<file path="config.mk">
export PLATFORM = sky130hd
export DESIGN_NAME = ptrap_top
export DESIGN_NICKNAME = d
export VERILOG_FILES = /design/src/rtl/ptrap_pkg.sv /design/src/rtl/ptrap_decode.sv /design/src/rtl/ptrap_call_seq.sv /design/src/rtl/ptrap_top.sv
export SDC_FILE = /design/constraint.sdc
export NUM_CORES = 1
export LEC_CHECK = 0
export CELL_PAD_IN_SITES_DETAIL_PLACEMENT = 0
export CELL_PAD_IN_SITES_GLOBAL_PLACEMENT = 1
export CORE_MARGIN = 3
export CORE_UTILIZATION = 35
export CTS_CLUSTER_DIAMETER = 100
export DETAILED_ROUTE_END_ITERATION = 6
export DONT_BUFFER_PORTS = 1
export PLACE_DENSITY_LB_ADDON = 0.1
export SYNTH_ARGS = -nofsm -noshare
export SYNTH_HDL_FRONTEND = slang
export SYNTH_HIERARCHICAL = 1
export SYNTH_SLANG_ARGS = --single-unit
</file>
<file path="constraint.sdc">
create_clock -name clk -period 5.1 [get_ports clk]
set_clock_uncertainty 0.15 [all_clocks]
set_input_delay 0.51 -clock clk [delete_from_list [all_inputs] [get_ports clk]]
set_output_delay 0.51 -clock clk [all_outputs]
set_load 0.01 [all_outputs]
</file>
<file path="src/rtl/ptrap_pkg.sv">
package ptrap_pkg;
    typedef enum logic [1:0] {
        CS_IDLE   = 2'd0,
        CS_OPCODE = 2'd1,
        CS_LOW    = 2'd2
    } call_state_t;

    localparam logic [7:0] CALL_OPCODE = 8'hCD;
endpackage

</file>
<file path="src/rtl/ptrap_decode.sv">
module ptrap_decode #(
    parameter int ADDR_W = 16,
    parameter logic [ADDR_W-1:0] BOOT_ADDR = 'h0000,
    parameter logic [ADDR_W-1:0] EXT_ADDR  = 'h0008,
    parameter logic [ADDR_W-1:0] NMI_ADDR  = 'h0066,
    parameter logic [ADDR_W-1:0] OUT_ADDR  = 'h007C
) (
    input  logic [ADDR_W-1:0] addr,
    input  logic              cond_boot,
    input  logic              cond_ext,
    input  logic              cond_nmi,
    output logic              in_hit,
    output logic              out_hit
);
    localparam int NTRAP = 3;

    logic [ADDR_W-1:0] trap_addr [NTRAP];
    logic [NTRAP-1:0]  trap_arm;
    logic [NTRAP-1:0]  trap_sel;

    assign trap_addr[0] = BOOT_ADDR;
    assign trap_addr[1] = EXT_ADDR;
    assign trap_addr[2] = NMI_ADDR;
    assign trap_arm     = {cond_nmi, cond_ext, cond_boot};

    for (genvar i = 0; i < NTRAP; i++) begin : g_trap
        assign trap_sel[i] = trap_arm[i] && (addr == trap_addr[i]);
    end

    assign in_hit  = |trap_sel;
    assign out_hit = (addr == OUT_ADDR);
endmodule

</file>
<file path="src/rtl/ptrap_call_seq.sv">
module ptrap_call_seq
    import ptrap_pkg::*;
#(
    parameter int DATA_W = 8,
    parameter logic [2*DATA_W-1:0] GATE_LO = 'h3FF8,
    parameter logic [2*DATA_W-1:0] GATE_HI = 'h3FFF
) (
    input  logic              clk,
    input  logic              rst_n,
    input  logic              end_fetch,
    input  logic              end_read,
    input  logic [DATA_W-1:0] byte_q,
    output logic              call_hit
);
    localparam int TGT_W = 2 * DATA_W;

    call_state_t       state, state_nx;
    logic [DATA_W-1:0] lo_q;
    logic [TGT_W-1:0]  target;

    assign target = {byte_q, lo_q};

    always_ff @(posedge clk) begin
        if (!rst_n) begin
            state <= CS_IDLE;
            lo_q  <= '0;
        end else begin
            state <= state_nx;
            if (state == CS_OPCODE && end_read) lo_q <= byte_q;
        end
    end

    always_comb begin
        state_nx = state;
        call_hit = 1'b0;
        if (end_fetch) begin
            state_nx = (byte_q == CALL_OPCODE) ? CS_OPCODE : CS_IDLE;
        end else if (end_read) begin
            unique case (state)
                CS_IDLE:   state_nx = CS_IDLE;
                CS_OPCODE: state_nx = CS_LOW;
                CS_LOW: begin
                    state_nx = CS_IDLE;
                    call_hit = (target >= GATE_LO) && (target <= GATE_HI);
                end
                default:   state_nx = CS_IDLE;
            endcase
        end
    end

    assert_abort_R6: assert property (@(posedge clk) disable iff (!rst_n)
        (end_fetch && byte_q != CALL_OPCODE) |=> state == CS_IDLE);

    assert_gate_after_low_R5: assert property (@(posedge clk) disable iff (!rst_n)
        call_hit |-> (state == CS_LOW && end_read));
endmodule

</file>
<file path="src/rtl/ptrap_top.sv">
module ptrap_top #(
    parameter int ADDR_W = 16,
    parameter int DATA_W = 8
) (
    input  logic              clk,
    input  logic              rst_n,
    input  logic [ADDR_W-1:0] addr,
    input  logic [DATA_W-1:0] data,
    input  logic              m1_n,
    input  logic              mreq_n,
    input  logic              rd_n,
    input  logic              cond_boot,
    input  logic              cond_ext,
    input  logic              cond_nmi,
    input  logic              force_page,
    input  logic              deny_a15,
    output logic              paged_in,
    output logic              a15_down
);
    localparam int TOP = ADDR_W - 1;

    logic fetch_act, read_act;
    logic fetch_q, read_q, hit_q, out_q;
    logic [DATA_W-1:0] byte_q;
    logic end_fetch, end_read;
    logic in_hit, out_hit, call_hit;
    logic paged_q, paged_nx;

    assign fetch_act = !m1_n && !mreq_n;
    assign read_act  = m1_n && !mreq_n && !rd_n;

    ptrap_decode #(.ADDR_W(ADDR_W)) u_dec (
        .addr      (addr),
        .cond_boot (cond_boot),
        .cond_ext  (cond_ext),
        .cond_nmi  (cond_nmi),
        .in_hit    (in_hit),
        .out_hit   (out_hit)
    );

    always_ff @(posedge clk) begin
        if (!rst_n) begin
            fetch_q <= 1'b0;
            read_q  <= 1'b0;
            hit_q   <= 1'b0;
            out_q   <= 1'b0;
            byte_q  <= '0;
        end else begin
            fetch_q <= fetch_act;
            read_q  <= read_act;
            if (fetch_act) begin
                hit_q <= in_hit;
                out_q <= out_hit;
            end
            if (fetch_act || read_act) byte_q <= data;
        end
    end

    assign end_fetch = fetch_q && !fetch_act;
    assign end_read  = read_q && !read_act;

    ptrap_call_seq #(.DATA_W(DATA_W)) u_call (
        .clk       (clk),
        .rst_n     (rst_n),
        .end_fetch (end_fetch),
        .end_read  (end_read),
        .byte_q    (byte_q),
        .call_hit  (call_hit)
    );

    always_comb begin
        paged_nx = paged_q;
        if (end_fetch && hit_q) paged_nx = 1'b1;
        if (call_hit)           paged_nx = 1'b1;
        if (end_fetch && out_q) paged_nx = 1'b0;
        if (force_page)         paged_nx = 1'b1;
    end

    always_ff @(posedge clk) begin
        if (!rst_n) paged_q <= 1'b0;
        else        paged_q <= paged_nx;
    end

    assign paged_in = paged_q;
    assign a15_down = addr[TOP] ||
                      ((addr[TOP:TOP-1] == 2'b00) && (paged_q || deny_a15));

    assert_rise_cause_R11: assert property (@(posedge clk) disable iff (!rst_n)
        $rose(paged_q) |-> $past(force_page || end_fetch || end_read));

    assert_pageout_R8: assert property (@(posedge clk) disable iff (!rst_n)
        (end_fetch && out_q && !force_page) |=> !paged_in);

    assert_hold_during_fetch_R8: assert property (@(posedge clk) disable iff (!rst_n)
        (fetch_act && fetch_q && !force_page) |=> $stable(paged_in));

    assert_low_a15_R10: assert property (@(posedge clk) disable iff (!rst_n)
        (paged_in && addr[TOP:TOP-1] == 2'b00) |-> a15_down);
endmodule

</file>
==> results.yml, run 1 <==
synth:
  synth_cell_type_count: 34
  ys_seq_area_frac: 0.417
  ys_ff_latch: 20
  synthCells: 108
  avgSynthCellArea_sq_um: 8.89
  yosysWarnings: 6
  synth_flop_cell: "dfxtp_1"
  synthesis.area_sq_um: 960
  synthesis.nets: 142
  postSynth.asyncResetShare: 0
  synth-edff-count: 0
cells_and_area:
  drive_above_1_share: 0.103
  mostFrequentLayoutCell: "nand2_1"
  fin_nets: 143
  area_growth_pct: 3.39
  final_cell_mix: "21 x nand2_1, 20 x dfxtp_1, 12 x a21oi_1"
  fin_util: 0.390
  final_cell_count_no_fill: 137
  n_antenna_cell: 0
floorplanning:
  die-height_um: 58.4
  ios: 36
  core_area_sq_um: 2540
  fp-row-count: 18
  dieArea_sq_um: 3410
  die_w_um: 58.4
  initial_utilization: 0.377
routing:
  top_layer: "met4"
  drc: 0
  viasPerCell: 5.45
  wl_met1_um: 994
  dr_wl_met3_um: 115
  first_pass_iters: 4
  wirelength_um: 2030
  routedWlPerCell_um: 14.8
  num_vias: 746
  ant_nets: 0
  drt-initial-drc-count: 15
  wl_met2_um: 912
critical_path:
  crit_type: "flip-flop to flip-flop"
  crit_arrival_ns: 1.90
  cp-end-kind: "flip-flop"
  worst-path-max-fanout: 4
  required_ns: 5.16
  cp-startpoint: "read_q"
  startpoint_type: "flip-flop"
  reg2reg_from: "read_q"
grt:
  grt_max_degree: 13
  grt_pass1_wl_um: 3290
  antenna_found_initial: 0
  grt_overflow: 0
  grt_pass1_vias: 752
  grtUsageTotal: 0.126
placed_design:
  dp_hpwl_um: 1590
  place_congestion: 0.774
  preCtsSetupSlack_ns: 3.02
  port_buffers: 0
  placedCellCount: 134
min_path:
  hold_class: "primary input to flip-flop"
  hp-start: "mreq_n"
timing:
  hold_violations: 0
  tns_ns: 0
  setup_viol: 0
  worstMarginPinSlew_ns: 0.447
  rsz0062_at_grt: "false"
  period_minus_slack_ns: 1.84
  max_clock_freq_mhz: 543
  relSlewSlack: 0.699
  finalMaxSlewViolations: 0
  fin_crit_sh: 0.361
  worst_slack_ns: 3.26
clocking:
  cts_tree: "yes"
  clk_pin_slew_ns: 0.11
  cts_buffers: 3
  clockBufferDepth: 2
  h-tree-depth: 1
  clock-root-buffer: "clkbuf_4"
  clock_latency_ns: 0.29
  post_cts_buffers: 0
  cts_hold_buf: 0
  cts_resized: 0
  cts_sinks: 20
job:
  maxCapViolations: 0
power_and_ir_drop:
  power_uw: 256
  power.density_nw_per_um2: 258
  p_leak_nw: 0.358
  vdd_drop_max_mv: 0.162
status:
  status: "finished, final reports clean"
-- layer usage --
| layer | global-route usage | vias up |
|---|---|---|
| met1 | 0.174 | 342 |
| met5 | 0 | - |
| met3 | 0.0417 | 2 |
| met2 | 0.190 | 19 |
| li1 | - | 383 |
| met4 | 0.0298 | 0 |
-- sequential cells by signal, summed over array words and instances, names as in the netlist --
name / flops
byte_q: 8
u_call/lo_q: 5
u_call/state: 2
fetch_q: 1
hit_q: 1
out_q: 1
paged_in: 1
read_q: 1
-- worst max-delay path, stage by stage (launching register included) --
cell and delay [ns]:
dfxtp_1 0.33, a21boi_0 0.34, nand4bb_1 0.14, nor4_1 0.45
a2111oi_4 0.10, a311oi_1 0.25
-- report_power, final --
part	switching, mW	internal (mW)	leakage (nW)
Combinational	0.00991	0.00879	0.181
Sequential	0.00417	0.161	0.163
Clock	0.0448	0.0274	0.0138
Total	0.0588	0.197	0.358
-- metrics by stage --
step / hold slack, ns / cell area [sq um]
2_1_floorplan: 0.266 / 960
3_3_place_gp: 0.298 / 970
3_5_place_dp: 0.298 / 970
4_1_cts: 0.116 / 992
5_1_grt: 0.114 / 992
6_report: 0.127 / 992
-- area by class of cell --
cell class                      count  area, sq um
Tap cell                           30         37.5
Fill cell                         272         1550
Sequential cell                    20          400
Clock buffer                        3         22.5
Inverter                            2         7.51
Multi-Input combinational cell     82          524
-- cells by family (layout without fill, tap and decap cells) --
logic type             after synthesis  after routing  synth area share
AOI/OAI and AO/OA                   22             22             0.164
DFF                                 20             20             0.417
muxes                                6              6            0.0639
buffers and inverters                6              5            0.0365
and+or+nand+nor                     54             54             0.318
-- synthesized netlist by cell type, types with 2 or more instances --
master,n,share of area
a21oi_1,12,0.063
and3_1,2,0.013
dfxtp_1,20,0.42
inv_1,2,0.0078
mux2i_1,5,0.052
nand2_1,21,0.082
nand2b_1,2,0.013
nand3_1,4,0.021
nor2_1,6,0.023
nor2b_1,5,0.033
nor3_1,2,0.010
nor4_2,3,0.039
o21ai_0,3,0.016
-- path summary, 6_finish.rpt --
check	to	slack, ns	cells after the start
setup / recovery	paged_in	3.26	5
hold / removal	fetch_q	0.13	1
setup reg to reg	paged_in	3.26	5
hold reg to reg	byte_q[0]	0.31	2
Power figures use the tool's default switching activity.
==> run 2: changes to the inputs <==
clock period = 1.6 ns   (was 5.1 ns; I/O delays follow)
==> results.yml, run 2 (same netlist as run 1, synthesis figures left out) <==
status:
  status: "finished, final reports clean"
clocking:
  cts_sinks: 20
  clockBufferDepth: 2
  clock_latency_ns: 0.30
  cts_buffers: 3
  clk_pin_slew_ns: 0.13
  clock-root-buffer: "clkbuf_4"
  h-tree-depth: 1
  cts_tree: "yes"
cells_and_area:
  num-fill-cells: 263
  final_cell_count_no_fill: 169
  biggestRegsByFlops: "byte_q x8, u_call/lo_q x5, u_call/state x2"
  n_antenna_cell: 0
  final_cell_mix: "27 x dlygate4sd3_1, 21 x nand2_1, 18 x dfxtp_1"
  drive_above_1_share: 0.158
  fin_nets: 174
  mostFrequentLayoutCell: "dlygate4sd3_1"
  top_register: "byte_q"
  area_growth_pct: 43.0
  largest_reg_flops: 8
timing:
  finalMaxSlewViolations: 0
  rsz0062_at_grt: "true"
  period_minus_slack_ns: 1.52
  relSlewSlack: 0.727
  hold_violations: 0
  max_clock_freq_mhz: 656
  tns_ns: 0
  worst_slack_ns: 0.0767
  fin_crit_sh: 0.952
  worstMarginPinSlew_ns: 0.409
  setup_viol: 0
power_and_ir_drop:
  p_clk_frac: 0.390
  p_int_uw: 846
  power.density_nw_per_um2: 782
  vdd_drop_max_mv: 0.498
  power_frac_comb: 0.122
  switching_share: 0.212
  p_sw_uw: 228
  p_leak_nw: 0.517
  p_seq_frac: 0.488
critical_path:
  crit_buf_inv: 0
  path_delay_family: "simple AND/OR/NAND/NOR gates"
  crit_type: "flip-flop to flip-flop"
  path_cells: "and4b_1, nand3_2, nor4_4, a2111oi_4, a311oi_1"
  startpoint_type: "flip-flop"
  worst-path-max-fanout: 2
  reg2reg_from: "byte_q[6]"
  reg2reg_slack_ns: 0.08
  worstReg2RegEnd: "paged_in"
  critPathMaxStageDelay_ns: 0.34
  cp-end-kind: "flip-flop"
  crit_slowest_cell: "dfxtp_2"
  required_ns: 1.66
  crit_arrival_ns: 1.58
  r2r_cells: 5
routing:
  wirelength_um: 2460
  viasPerCell: 5.12
  routedWlPerCell_um: 14.6
  drc: 0
  first_pass_iters: 4
  drt-initial-drc-count: 21
  num_vias: 866
  ant_nets: 0
grt:
  grtUsageTotal: 0.150
  grt_pass1_vias: 863
  grt_max_degree: 13
  antenna_found_initial: 0
  grt_overflow: 0
  grt_pass1_wl_um: 4020
job:
  maxCapViolations: 0
floorplanning:
  core_area_sq_um: 2540
  ios: 36
  die-height_um: 58.4
  die_w_um: 58.4
  fp-row-count: 18
  initial_utilization: 0.377
  dieArea_sq_um: 3410
placed_design:
  port_buffers: 0
  preCtsSetupSlack_ns: 0.0285
  place_congestion: 0.735
  placedCellCount: 138
  dp_hpwl_um: 1630
min_path:
  hold_class: "primary input to flip-flop"
  hp-start: "addr[14]"
  holdPathEnd: "out_q"
  whs_path_depth: 5
[run 2: cell type report]
cell class	count	area, sq um	area share
clock buffers	3	22.5	0.0164
inverters	2	7.51	0.00547
multi-input cells	82	572	0.417
flip-flops and latches	20	403	0.294
repair buffers	31	300	0.219
well taps	30	37.5	0.0273
clock inverters	1	30.0	0.0219
[run 2: what timing repair did]
| action | 4_1_cts | 5_1_grt |
|---|---|---|
| pin swaps | 2 | 4 |
| endpoints found under the hold margin | 20 | 0 |
| hold buffers | 27 | 0 |
| setup buffers | 0 | 0 |
| endpoints found under the setup margin | 1 | 1 |
| resized for setup | 4 | 3 |
| gates cloned | 0 | 0 |
[run 2: worst min-delay path, stage by stage]
cell and delay [ns]:
nor4_2 0.02, nand2_1 0.08, nor4_2 0.05, nand2_1 0.05, a21oi_1 0.05
[run 2: layer usage]
metal | global-route usage | part of all wire | up-vias
li1 | - | - | 447
met1 | 0.221 | 0.50 | 397
met2 | 0.233 | 0.46 | 20
met3 | 0.0285 | 0.039 | 2
met4 | 0.0199 | 0.0041 | 0
met5 | 0 | 0 | -
[run 2: worst max-delay path by stage]
stage,from,to,slack [ns],depth (start not counted)
detailed placement,byte_q[6],paged_in,0.03,5
finish,byte_q[6],paged_in,0.08,5
CTS,fetch_q,paged_in,0.007,5
global placement,byte_q[6],paged_in,0.03,5
global route,byte_q[6],paged_in,-0.03,5
floorplan,byte_q[6],paged_in,0.08,5
[run 2: power groups by stage]
stage	Combinational, mW	Sequential, mW	Clock [mW]
after floorplan	0.0589	0.533	0
after global placement	0.0698	0.535	0
after detailed placement	0.0707	0.534	0
after CTS	0.129	0.523	0.419
after global routing	0.145	0.527	0.441
final	0.131	0.524	0.418
[run 2: stage by stage]
stage | hold WS (ns) | utilization | instance area (sq um) | total power [mW]
finish | 0.00140 | 0.539 | 1370 | 1.07
floorplan | 0.138 | - | 966 | 0.592
global placement | 0.0889 | 0.395 | 1010 | 0.605
global route | 0.0268 | 0.539 | 1370 | 1.11
CTS | 0.00462 | 0.536 | 1370 | 1.07
detailed placement | 0.0937 | 0.395 | 1010 | 0.605
==> run 3: changes to the inputs <==
--- a/config.mk
+++ b/config.mk
@@ -7,2 +7,3 @@
 export LEC_CHECK = 0
+export ABC_AREA = 1
 export CELL_PAD_IN_SITES_DETAIL_PLACEMENT = 0
--- a/constraint.sdc
+++ b/constraint.sdc
@@ -4,2 +4,2 @@
 set_output_delay 0.16 -clock clk [all_outputs]
-set_load 0.01 [all_outputs]
+set_load 0.02 [all_outputs]
==> results.yml, run 3 <==
grt:
  grt_pass1_vias: 1034
  grt_overflow: 0
  grt_max_degree: 14
  antenna_found_initial: 0
  grt_pass1_wl_um: 4340
  grtUsageTotal: 0.131
cells_and_area:
  biggestRegsByFlops: "byte_q x8, u_call/lo_q x5, u_call/state x2"
  n_antenna_cell: 0
  top_register: "byte_q"
  largest_reg_flops: 8
  fin_util: 0.431
  fin_nets: 208
  final_area_sq_um: 1330
  drive_above_1_share: 0.202
  mostFrequentLayoutCell: "nor2_1"
  area_growth_pct: 16.6
  final_cell_count_no_fill: 217
  final_cell_mix: "36 x nor2_1, 30 x nand2_1, 20 x dfxtp_1"
timing:
  setup_viol: 0
  worstMarginPinSlew_ns: 0.479
  worst_slack_ns: 0.113
  relSlewSlack: 0.680
  period_minus_slack_ns: 1.49
  tns_ns: 0
  max_clock_freq_mhz: 672
  finalMaxSlewViolations: 0
  hold_violations: 0
  fin_crit_sh: 0.930
  rsz0062_at_grt: "false"
power_and_ir_drop:
  power.density_nw_per_um2: 721
  p_leak_nw: 0.516
  vdd_drop_max_mv: 0.478
floorplanning:
  initial_utilization: 0.370
  dieArea_sq_um: 3970
  fp-row-count: 20
  die-height_um: 63.0
  core_area_sq_um: 3080
  ios: 36
  die_w_um: 63.0
clocking:
  cts_sinks: 20
  h-tree-depth: 1
  clock-root-buffer: "clkbuf_4"
  clockBufferDepth: 2
  cts_buffers: 3
  clock_latency_ns: 0.29
  cts_tree: "yes"
  clk_pin_slew_ns: 0.10
min_path:
  hold_class: "primary input to flip-flop"
status:
  status: "finished, final reports clean"
placed_design:
  port_buffers: 0
  preCtsSetupSlack_ns: 0.271
  dp_hpwl_um: 1850
  place_area_sq_um: 1160
  placedCellCount: 200
  place_congestion: 0.811
routing:
  viasPerCell: 4.59
  drc: 0
  ant_nets: 0
  wirelength_um: 2320
  first_pass_iters: 4
  num_vias: 996
  routedWlPerCell_um: 10.7
  drt-initial-drc-count: 25
synth:
  postSynth.asyncResetShare: 0
  muxShareOfSynthArea: 0
  synthCells: 158
  avgSynthCellArea_sq_um: 7.21
  synth_top_family_by_area: "simple AND/OR/NAND/NOR gates"
  yosysWarnings: 6
  synth_compound_area_frac: 0.115
  synthesis.area_sq_um: 1140
  synth_cell_type_count: 24
  yosysMostFrequentCell: "nor2_1"
  synth-simple-area-share: 0.414
  synth_top_cell_area_share: 0.352
  synthTopCellsByArea: "dfxtp_1 35%, nor2_1 12%, nand2_1 9.9%, nand3_2 7.0%, a21oi_2 6.9%"
  ys_ff_latch: 20
  yosysTopAreaCell: "dfxtp_1"
  synth_common_cells: "37 x nor2_1, 30 x nand2_1, 20 x dfxtp_1"
  synth_fa_ha_area_frac: 0
  ys_seq_area_frac: 0.352
  synth_flop_cell: "dfxtp_1"
  synth_xor_xnor_area_share: 0
  synthesis.nets: 192
  synth-edff-count: 0
critical_path:
  cp-end-kind: "flip-flop"
  crit_arrival_ns: 1.57
  crit_type: "primary input to flip-flop"
  required_ns: 1.68
  worst-path-max-fanout: 2
  startpoint_type: "primary input"
job:
  maxCapViolations: 0
run 3: changes by cell type in the layout (fill, tap and decap cells not counted), moves of 5 or more:
cell | before | now
a21oi_1 | 12 | 2
a21oi_2 | 1 | 9
dlygate4sd3_1 | 27 | 13
inv_1 | 2 | 18
mux2i_1 | 5 | 0
nand2_1 | 21 | 30
nand3_2 | 1 | 8
nor2_1 | 6 | 36
nor2b_1 | 5 | 0
run 3: stage by stage:
step / hold WS [ns] / power (mW)
2_1_floorplan: 0.144 / 0.644
5_1_grt: 0.0555 / 1.01
6_report: 0.0216 / 0.958
3_3_place_gp: 0.146 / 0.652
4_1_cts: 0.0134 / 0.969
3_5_place_dp: 0.149 / 0.654
run 3: power breakdown:
group | switching, mW | total, mW | internal (mW) | leakage (nW)
Clock | 0.150 | 0.289 | 0.138 | 0.0210
Combinational | 0.0754 | 0.137 | 0.0618 | 0.332
Sequential | 0.0159 | 0.532 | 0.516 | 0.163
run 3: cells by family after synthesis:
logic type             count (synthesis)
and+or+nand+nor                       93
buffers and inverters                 26
DFF                                   20
AOI/OAI and AO/OA                     19
run 3: per-layer routing:
layer  up-vias  global-route usage  part of all wire
met2        26               0.217              0.45
li1        530                   -                 -
met1       438               0.167              0.47
met5         -                   0                 0
met4         0              0.0358            0.0052
met3         2              0.0324             0.071
run 3: timing repair:
action	CTS	global route
setup buffers	0	0
hold buffers	13	0
resized for setup	0	1
endpoints found under the hold margin	18	0
endpoints found under the setup margin	0	2
run 3: path summary, 6_finish.rpt:
path / startpoint / end / slack [ns] / cells after the start
setup / recovery: mreq_n / hit_q / 0.11 / 5
hold / removal: addr[4] / out_q / 0.02 / 4
setup reg to reg: fetch_q / paged_in / 0.30 / 9
hold reg to reg: u_call/lo_q[7] / u_call/lo_q[7] / 0.34 / 2
run 3: area by class of cell:
type                            instances  area, sq um
Fill cell                             336         1750
Multi-Input combinational cell        112          606
Sequential cell                        20          400
Timing Repair Buffer                   15          145
Inverter                               22         85.1
Tap cell                               44         55.1
Clock buffer                            4         36.3
run 3: worst max-delay path, stage by stage:
cell and delay (ns):
dlygate4sd3_1 0.54, nor2_2 0.12, dlygate4sd3_1 0.57, o21ai_0 0.08
nor2_1 0.10
